File: config.mk
export PLATFORM = sky130hd
export DESIGN_NAME = rxdet_seq
export DESIGN_NICKNAME = d
export VERILOG_FILES = /design/src/rtl/rxdet_pkg.sv /design/src/rtl/rxdet_req_edge.sv /design/src/rtl/rxdet_interval_timer.sv /design/src/rtl/rxdet_ctrl.sv /design/src/rtl/rxdet_seq.sv
export SDC_FILE = /design/constraint.sdc
export NUM_CORES = 1
export LEC_CHECK = 0
export CORE_UTILIZATION = 56
export DETAILED_ROUTE_END_ITERATION = 8
export PLACE_DENSITY = 0.8
export SLEW_MARGIN = 10
export SYNTH_ARGS = -nofsm -noshare
export SYNTH_HDL_FRONTEND = slang
export SYNTH_SLANG_ARGS = --single-unit
File: constraint.sdc
create_clock -name clk -period 4.35 [get_ports clk]
set_input_delay 0.6525 -clock clk [delete_from_list [all_inputs] [get_ports clk]]
set_output_delay 0.6525 -clock clk [all_outputs]
set_load 0.05 [all_outputs]
File: src/rtl/rxdet_pkg.sv
package rxdet_pkg;

  typedef enum logic [2:0] {
    S_IDLE,
    S_DRIVE,
    S_RELEASE,
    S_WAIT,
    S_COMPARE,
    S_DONE
  } rxdet_state_t;

  localparam logic [1:0] PS_P1       = 2'b01;
  localparam logic [2:0] STAT_FOUND  = 3'b011;
  localparam logic [2:0] STAT_NONE   = 3'b000;

  function automatic logic [2:0] result_code(input logic below);
    return below ? STAT_FOUND : STAT_NONE;
  endfunction

endpackage

File: src/rtl/rxdet_req_edge.sv
module rxdet_req_edge (
  input  logic clk,
  input  logic rst,
  input  logic req,
  output logic rise
);
  logic req_q;

  always_ff @(posedge clk) begin
    if (rst) req_q <= 1'b0;
    else     req_q <= req;
  end

  assign rise = req & ~req_q;
endmodule

File: src/rtl/rxdet_interval_timer.sv
module rxdet_interval_timer #(
  parameter int CNT_W = 16
) (
  input  logic             clk,
  input  logic             rst,
  input  logic             load,
  input  logic [CNT_W-1:0] load_val,
  output logic             last
);
  logic [CNT_W-1:0] cnt;

  always_ff @(posedge clk) begin
    if (rst)              cnt <= '0;
    else if (load)        cnt <= load_val;
    else if (cnt != '0)   cnt <= cnt - 1'b1;
  end

  assign last = (cnt == {{(CNT_W-1){1'b0}}, 1'b1});

  // a loaded count never starts from zero
  a_r4_load_nonzero: assert property (@(posedge clk) disable iff (rst)
    load |-> (load_val != '0));
endmodule

File: src/rtl/rxdet_ctrl.sv
module rxdet_ctrl
  import rxdet_pkg::*;
#(
  parameter int CNT_W     = 16,
  parameter int DRIVE_LEN = 4
) (
  input  logic             clk,
  input  logic             rst,
  input  logic             start,
  input  logic [1:0]       pwr_state,
  input  logic [CNT_W-1:0] settle_cnt,
  input  logic             cmp_below,
  input  logic             tmr_last,
  output logic             tmr_load,
  output logic [CNT_W-1:0] tmr_val,
  output logic             drive_cm,
  output logic             release_o,
  output logic             cmp_strobe,
  output logic             done_o,
  output logic [2:0]       status_o
);
  localparam logic [CNT_W-1:0] DRIVE_LD = CNT_W'(DRIVE_LEN);

  function automatic logic [CNT_W-1:0] eff_interval(input logic [CNT_W-1:0] v);
    return (v == '0) ? {{(CNT_W-1){1'b0}}, 1'b1} : v;
  endfunction

  rxdet_state_t     state, nxt;
  logic [CNT_W-1:0] settle_q;
  logic             res_q;
  logic             in_p1;
  logic             accept;
  logic             refuse;

  assign in_p1  = (pwr_state == PS_P1);
  assign accept = (state == S_IDLE) && start && in_p1;
  assign refuse = (state == S_IDLE) && start && !in_p1;

  always_comb begin
    nxt      = state;
    tmr_load = 1'b0;
    tmr_val  = '0;
    unique case (state)
      S_IDLE: begin
        if (accept) begin
          nxt      = S_DRIVE;
          tmr_load = 1'b1;
          tmr_val  = DRIVE_LD;
        end else if (refuse) begin
          nxt = S_DONE;
        end
      end
      S_DRIVE:   if (tmr_last) nxt = S_RELEASE;
      S_RELEASE: begin
        nxt      = S_WAIT;
        tmr_load = 1'b1;
        tmr_val  = eff_interval(settle_q);
      end
      S_WAIT:    if (tmr_last) nxt = S_COMPARE;
      S_COMPARE: nxt = S_DONE;
      S_DONE:    nxt = S_IDLE;
      default:   nxt = S_IDLE;
    endcase
  end

  always_ff @(posedge clk) begin
    if (rst) begin
      state    <= S_IDLE;
      settle_q <= '0;
      res_q    <= 1'b0;
    end else begin
      state <= nxt;
      if (accept) settle_q <= settle_cnt;
      if (refuse) res_q <= 1'b0;
      else if (state == S_COMPARE) res_q <= cmp_below;
    end
  end

  assign drive_cm   = (state == S_DRIVE);
  assign release_o  = (state == S_RELEASE);
  assign cmp_strobe = (state == S_COMPARE);
  assign done_o     = (state == S_DONE);
  assign status_o   = done_o ? result_code(res_q) : STAT_NONE;

  a_r1_drive_only_from_p1: assert property (@(posedge clk) disable iff (rst)
    $rose(drive_cm) |-> ($past(pwr_state) == PS_P1));

  a_r2_refuse_replies: assert property (@(posedge clk) disable iff (rst)
    refuse |=> (done_o && status_o == STAT_NONE && !drive_cm));

  a_r3_one_phase: assert property (@(posedge clk) disable iff (rst)
    $onehot0({drive_cm, release_o, cmp_strobe, done_o}));

  a_r3_release_follows_drive: assert property (@(posedge clk) disable iff (rst)
    $fell(drive_cm) |-> release_o);

  a_r5_strobe_then_done: assert property (@(posedge clk) disable iff (rst)
    cmp_strobe |=> done_o);

  a_r6_status_gated: assert property (@(posedge clk) disable iff (rst)
    !done_o |-> (status_o == STAT_NONE));

  a_r7_done_single: assert property (@(posedge clk) disable iff (rst)
    done_o |=> !done_o);

  a_r8_reset_quiet: assert property (@(posedge clk)
    rst |=> !(drive_cm || release_o || cmp_strobe || done_o));
endmodule

File: src/rtl/rxdet_seq.sv
module rxdet_seq #(
  parameter int CNT_W     = 16,
  parameter int DRIVE_LEN = 4
) (
  input  logic             clk,
  input  logic             rst,
  input  logic             det_req,
  input  logic [1:0]       pwr_state,
  input  logic [CNT_W-1:0] settle_cnt,
  input  logic             cmp_below,
  output logic             drive_cm,
  output logic             release_o,
  output logic             cmp_strobe,
  output logic             done_o,
  output logic [2:0]       status_o
);
  logic             start;
  logic             tmr_load;
  logic [CNT_W-1:0] tmr_val;
  logic             tmr_last;

  rxdet_req_edge u_edge (
    .clk  (clk),
    .rst  (rst),
    .req  (det_req),
    .rise (start)
  );

  rxdet_interval_timer #(.CNT_W(CNT_W)) u_timer (
    .clk      (clk),
    .rst      (rst),
    .load     (tmr_load),
    .load_val (tmr_val),
    .last     (tmr_last)
  );

  rxdet_ctrl #(.CNT_W(CNT_W), .DRIVE_LEN(DRIVE_LEN)) u_ctrl (
    .clk        (clk),
    .rst        (rst),
    .start      (start),
    .pwr_state  (pwr_state),
    .settle_cnt (settle_cnt),
    .cmp_below  (cmp_below),
    .tmr_last   (tmr_last),
    .tmr_load   (tmr_load),
    .tmr_val    (tmr_val),
    .drive_cm   (drive_cm),
    .release_o  (release_o),
    .cmp_strobe (cmp_strobe),
    .done_o     (done_o),
    .status_o   (status_o)
  );
endmodule

==> results of run 1 <==
==> registers in the layout, summed over array words and instances (netlist names) <==
register	flops
u_ctrl.settle_q	16
u_timer.cnt	16
u_edge.req_q	1
u_ctrl.res_q	1
u_ctrl.state	3
==> worst max path at each step <==
stage                                        endpoint                          from  slack (ns)
final                                       release_o  u_ctrl.state[1]$_SDFFE_PP0P_        1.43
after detailed placement  u_timer.cnt[1]$_SDFFE_PP0P_                  pwr_state[0]        1.64
after floorplan                           status_o[1]  u_ctrl.state[2]$_SDFFE_PP0P_        1.24
after global placement    u_timer.cnt[9]$_SDFFE_PP0P_                  pwr_state[0]        1.77
after global routing                        release_o  u_ctrl.state[1]$_SDFFE_PP0P_        1.34
after CTS                                   release_o  u_ctrl.state[1]$_SDFFE_PP0P_        1.42
==> cells in the final DEF (no fill, tap or decap), types with 5 or more instances in the layout <==
cell / synthesis / layout
clkdlybuf4s50_1: 0 / 27
dfxtp_1: 37 / 37
nor2b_1: 5 / 5
inv_1: 5 / 5
nand2_1: 37 / 37
nor3_1: 7 / 7
nor4_1: 6 / 6
clkbuf_4: 0 / 5
nor2_1: 19 / 19
a22oi_1: 9 / 9
a21oi_1: 19 / 19
xnor2_1: 10 / 10
==> where the power goes <==
part           switching (W)  total [W]  internal (W)
clock               0.000114   0.000175     0.0000615
sequential         0.0000567   0.000448      0.000391
combinational       0.000251   0.000475      0.000224
==> final cells by class <==
class,instances,share of cell area [%]
tap,44,2.63
multi-input combinational,161,45.8
clock inverter,2,0.477
sequential,37,35.3
timing repair buffer,27,12.9
inverter,5,0.895
clock buffer,6,1.97
==> critical path, stage by stage, from the launching register on <==
cell and delay [ns]:
dfxtp_1 0.49, nand3_1 0.21, inv_1 0.34, clkdlybuf4s50_1 0.88
==> cells by family after synthesis <==
kind of cell,Yosys count,share of synthesized area [%]
compound gates,44,16.0
xor+xnor,12,5.94
fa+ha+maj,2,1.41
buf+inv,16,3.89
flops,37,41.8
mux,1,0.565
other cells,1,0.212
simple gates,101,30.1
==> metrics by stage <==
step                util [%]  total power, W  hold WS (ns)  instances  instance area [µm²]
finish                  69.3         0.00110         0.490        282                 2100
global route            69.3         0.00117         0.509        282                 2100
CTS                     69.3         0.00110         0.488        282                 2100
detailed placement      67.6        0.000924         0.473        274                 2050
global placement        67.6        0.000907         0.464        274                 2050
floorplan                  -        0.000815         0.449        214                 1770
==> per-layer routing <==
layer	track usage, %	wire length, µm	up-vias
met5	0	0	-
met4	13.6	91	0
met3	5.13	213	9
met2	43.5	1920	60
met1	33.8	1790	758
li1	-	-	795
==> metrics.txt, run 1 <==
status complete, no violations; maximum clock frequency roughly 340 MHz; Mapped Cells between 200 and 250; power per standard cell area 524 nW/µm²; number of enable flip-flop cells after synthesis 0; # rows 20; Reg2Reg Depth 7; layout cell share with drive strength beyond 1 ~7.6%; worst-path maximum fanout 12; routability cong. 0.868; setup TNS 0 ns; TritonCTS clock tree yes; CP arrival 2.27 ns; Leak approximately 0.77 nW; Reg clk slew, reported paths around 0.11 ns; post-synthesis register bit count 37; footprint of the multi-input gates slightly below 1000 µm²; first-pass GRT wire length ~6700 µm; Async SR Flop Fraction 0%; RSZ-0062 raised after global routing false; Rel. slew slack between 30% and 40%; Post-synth top flop dfxtp_1; Routed Antenna Nets 0; sequential fraction of the synthesis area a little over two fifths; clock tree buffer depth 2; gr usage total about a quarter; Pins Over Slew Limit 0; HP Start u_ctrl.settle_q[13]$_SDFFE_PP0P_; Synth Cell Area roughly 1800 µm²; vias in the first global route 1532; fin crit period 2.92 ns; CP Launch Type flip-flop; Synth area leader dfxtp_1; Synth warnings 0; worst hold endpoint u_ctrl.settle_q[13]$_SDFFE_PP0P_; Fill cells between 200 and 300; DRT iter0 DRCs between 70 and 80; Nets 261; drt total wl between 4000 and 5000 µm; cts hold-fix bufs 0; CTS H-tree depth 2; # IOs 29; Worst Hold Class flip-flop to flip-flop; Num Clock Sinks 37; Post-CTS Setup Inserts 0; Least-Margin Pin Slew 0.932 ns; # DRC 0; Port Buf Inserts 27; Avg WL per Cell 14.2 µm; worst flop-to-flop path startpoint u_timer.cnt[1]$_SDFFE_PP0P_; Avg Inst Size Synth ~8.3 µm²; Pre-antenna DRT Iters 4; full die area 3390 µm²; worst vdd ir 0.252 mV; Finish-stage setup viols 0; R2R Setup Slk around 2 ns; maxcap violations 0; total CTS buffers 5; via count ~1600; Synth area leaders dfxtp_1 (42%), nand2_1 (7.8%), a21oi_1 (5.4%); skew final ~0.0087 ns; Core Region around 3000 µm²; ratio of final minimum period to clock period about 67%; crit end category primary output; critical path type flip-flop to primary output; PostCTS Resize Cnt 0; synth cell count leaders dfxtp_1 (37), nand2_1 (37), a21oi_1 (19), nor2_1 (19), xnor2_1 (10); endpoints failing hold 0; Die Height slightly below 60 µm; Hold Path Depth 2; largest net degree at the start of global routing 29; Initial Util 58.5%; Req. time, crit path 3.70 ns; gr ovfl total 0; net count after synthesis ~240; Area growth, synth to finish 18.4%; RR Endpoint u_timer.cnt[14]$_SDFFE_PP0P_; sequential cell area roughly 740 µm²; Die W slightly below 60 µm; hpwl dp a little over 3000 µm; initial antenna violation count 0; vias per cell roughly 5.8; area fraction of the dominant cell type after synthesis around two fifths; antenna cells 0; Synth cell types 49; Root Buffer clkbuf_4; Setup WS pre-CTS 1.64 ns; worst skew pair latency roughly 0.35 ns; setup ws final around 1.4 ns
Note: power is estimated with default switching activity, not from simulation.
==> run 2: changes to the inputs <==
--- a/config.mk
+++ b/config.mk
@@ -5,9 +5,9 @@
 export SDC_FILE = /design/constraint.sdc
 export NUM_CORES = 1
 export LEC_CHECK = 0
-export CORE_UTILIZATION = 56
+export CORE_UTILIZATION = 52
 export DETAILED_ROUTE_END_ITERATION = 8
-export PLACE_DENSITY = 0.8
+export PLACE_DENSITY = 0.75
 export SLEW_MARGIN = 10
 export SYNTH_ARGS = -nofsm -noshare
 export SYNTH_HDL_FRONTEND = slang
==> constraint.sdc (replaced) <==
create_clock -name clk -period 3 [get_ports clk]
set_input_delay 0.45 -clock clk [delete_from_list [all_inputs] [get_ports clk]]
set_output_delay 0.45 -clock clk [all_outputs]
set_load 0.05 [all_outputs]
==> run 2 against run 1 <==
Effect of this change:
- final cell count grew 1.1%
- sequential power rose by 45%
- combinational power grew 48%
- critical endpoint unchanged
- largest cell class unchanged
- largest power group unchanged
==> metrics.txt, run 2 (synthesis results as in run 1) <==
layout cell share with drive strength beyond 1 8.71% (+1.2 points); Reg2Reg Depth 5 (-2); Avg WL per Cell 14.5 µm (+1.5%); TritonCTS clock tree yes; commonest cells after routing, fill and taps aside nand2_1 (37), dfxtp_1 (37), clkdlybuf4s50_1 (27); Req. time, crit path 2.55 ns (-1.15 ns); CP Launch Type flip-flop; via count 1625 (+0.18%); largest delay contributor family on the critical path buffers and inverters; largest net degree at the start of global routing 20 (-31%); ratio of final minimum period to clock period between 90% and 100%; worst flop-to-flop path startpoint u_timer.cnt[4]$_SDFFE_PP0P_; Least-Margin Pin Slew 0.669 ns (-0.263 ns); setup TNS 0 ns (unchanged); Root Buffer clkbuf_4; Reg clk slew, reported paths 0.11 ns (about the same); initial antenna violation count 0 (unchanged); CP Buf/Inv Count 2 (unchanged); clock tree buffer depth 2 (unchanged); cts hold-fix bufs 0 (unchanged); Num Clock Sinks 37 (unchanged); CP cell instances nand3_1, inv_1, clkdlybuf4s50_1; antenna cells 0 (unchanged); fin crit period 2.72 ns; # DRC 0 (unchanged); maxcap violations 0 (unchanged); Area growth, synth to finish 21.6%; worst-path maximum fanout 12 (unchanged); Routed Antenna Nets 0 (unchanged); gr ovfl total 0 (unchanged); Rel. slew slack 55.2% (+18 points); Port Buf Inserts 27 (unchanged); CP max stage delay 0.88 ns (about the same); RR Endpoint u_timer.cnt[10]$_SDFFE_PP0P_; Die W 60.4 µm (+3.6%); status complete, no violations; full die area 3640 µm² (+7.4%); routability cong. 0.788 (-9.2%); PostCTS Resize Cnt 0 (unchanged); worst skew pair latency 0.34 ns (about the same); CP arrival 2.27 ns (about the same); worst vdd ir 0.325 mV (+29%); vias in the first global route 1532 (unchanged); Worst Hold Class flip-flop to flip-flop; # rows 20 (unchanged); drt total wl 4120 µm (+2.6%); total CTS buffers 5 (unchanged); fin util 68.3% (-0.96 points); Nets 264 (+1.1%); Finish-stage setup viols 0 (unchanged); endpoints failing hold 0 (unchanged); hpwl dp 3020 µm (-0.65%); # IOs 29 (unchanged); Pins Over Slew Limit 0 (unchanged); skew final 0.00792 ns (-0.000791 ns); gr usage total 26.2% (-0.50 points); Leak 0.793 nW (+3.6%); Post-CTS Setup Inserts 0 (unchanged); DRT iter0 DRCs 135 (+75%); Initial Util 56.2% (-2.3 points); Power, Total 0.00171 W (+56%); vias per cell 5.70 (-0.87%); Worst path slowest cell clkdlybuf4s50_1; crit end category primary output; Placed Area 2070 µm² (+1.1%); CTS H-tree depth 2 (unchanged); critical path type flip-flop to primary output; RSZ-0062 raised after global routing false; Largest regs u_ctrl.settle_q: 16 flops, u_timer.cnt: 16 flops, u_ctrl.state: 3 flops; Pre-antenna DRT Iters 4 (unchanged); Hold Path Depth 2 (unchanged); HP Start u_ctrl.settle_q[15]$_SDFFE_PP0P_; Die Height 60.4 µm (+3.6%); R2R Setup Slk 0.83 ns (-1.22 ns); power per standard cell area 796 nW/µm² (+52%); Design Area, Final 2150 µm² (+2.7%); Core Region 3150 µm² (+4.1%); Fill cells 290 (+13%); first-pass GRT wire length 7060 µm (+5.1%); worst hold endpoint u_ctrl.settle_q[15]$_SDFFE_PP0P_; maximum clock frequency about 370 MHz
==> run 2: changes by cell type in the layout (fill, tap and decap cells not counted) <==
cell / change
buf_4: +3
bufinv_16: +1
clkbuf_8: +1
clkinv_2: -2
==> run 2: stage by stage <==
| step | hold WS [ns] | instances | worst slack [ns] |
|---|---|---|---|
| 2_1_floorplan | 0.449 | 214 | 0.0923 |
| 3_3_place_gp | 0.467 | 277 | 0.590 |
| 3_5_place_dp | 0.479 | 277 | 0.505 |
| 4_1_cts | 0.493 | 285 | 0.300 |
| 5_1_grt | 0.515 | 285 | 0.138 |
| 6_report | 0.491 | 285 | 0.276 |
==> run 2: layout make-up <==
type,count,area (µm²),area share (%)
multi-input cells,161,961,44.6
flip-flops and latches,37,741,34.4
repair buffers,30,293,13.6
clock buffers,7,55.1,2.56
well taps,44,55.1,2.56
clock inverters,1,30.0,1.39
inverters,5,18.8,0.872
==> run 2: routing by layer <==
metal	wire length (µm)	vias up	share of wire, %	GRT usage, %
li1	-	804	-	-
met1	1780	741	43	34.6
met2	1990	72	48	40.8
met3	308	8	7.5	5.33
met4	48	0	1.2	13.0
met5	0	-	0	0
==> run 2: worst min-delay path, delay by kind of cell, from the launching register on <==
family           cells  cell delay, ns
flip-flops           1            0.34
AND/OR/NAND/NOR      1            0.06
AO/OA/AOI/OAI        1            0.05
==> run 2: worst max path at each step <==
stage | slack (ns) | from | cells after the start | endpoint
final | 0.28 | u_ctrl.state[1]$_SDFFE_PP0P_ | 3 | release_o
after global routing | 0.14 | u_ctrl.state[1]$_SDFFE_PP0P_ | 3 | release_o
after floorplan | 0.09 | u_ctrl.state[2]$_SDFFE_PP0P_ | 4 | status_o[1]
after detailed placement | 0.50 | det_req | 6 | u_timer.cnt[9]$_SDFFE_PP0P_
after global placement | 0.59 | det_req | 6 | u_timer.cnt[9]$_SDFFE_PP0P_
after CTS | 0.30 | u_ctrl.state[1]$_SDFFE_PP0P_ | 3 | release_o
==> run 2: power breakdown <==
| part | leakage (nW) | switching (W) | internal, W | total, W |
|---|---|---|---|---|
| Sequential | 0.302 | 0.0000833 | 0.000567 | 0.000650 |
| Combinational | 0.445 | 0.000368 | 0.000337 | 0.000705 |
| Clock | 0.0455 | 0.000159 | 0.000199 | 0.000358 |
| Total | 0.793 | 0.000610 | 0.00110 | 0.00171 |
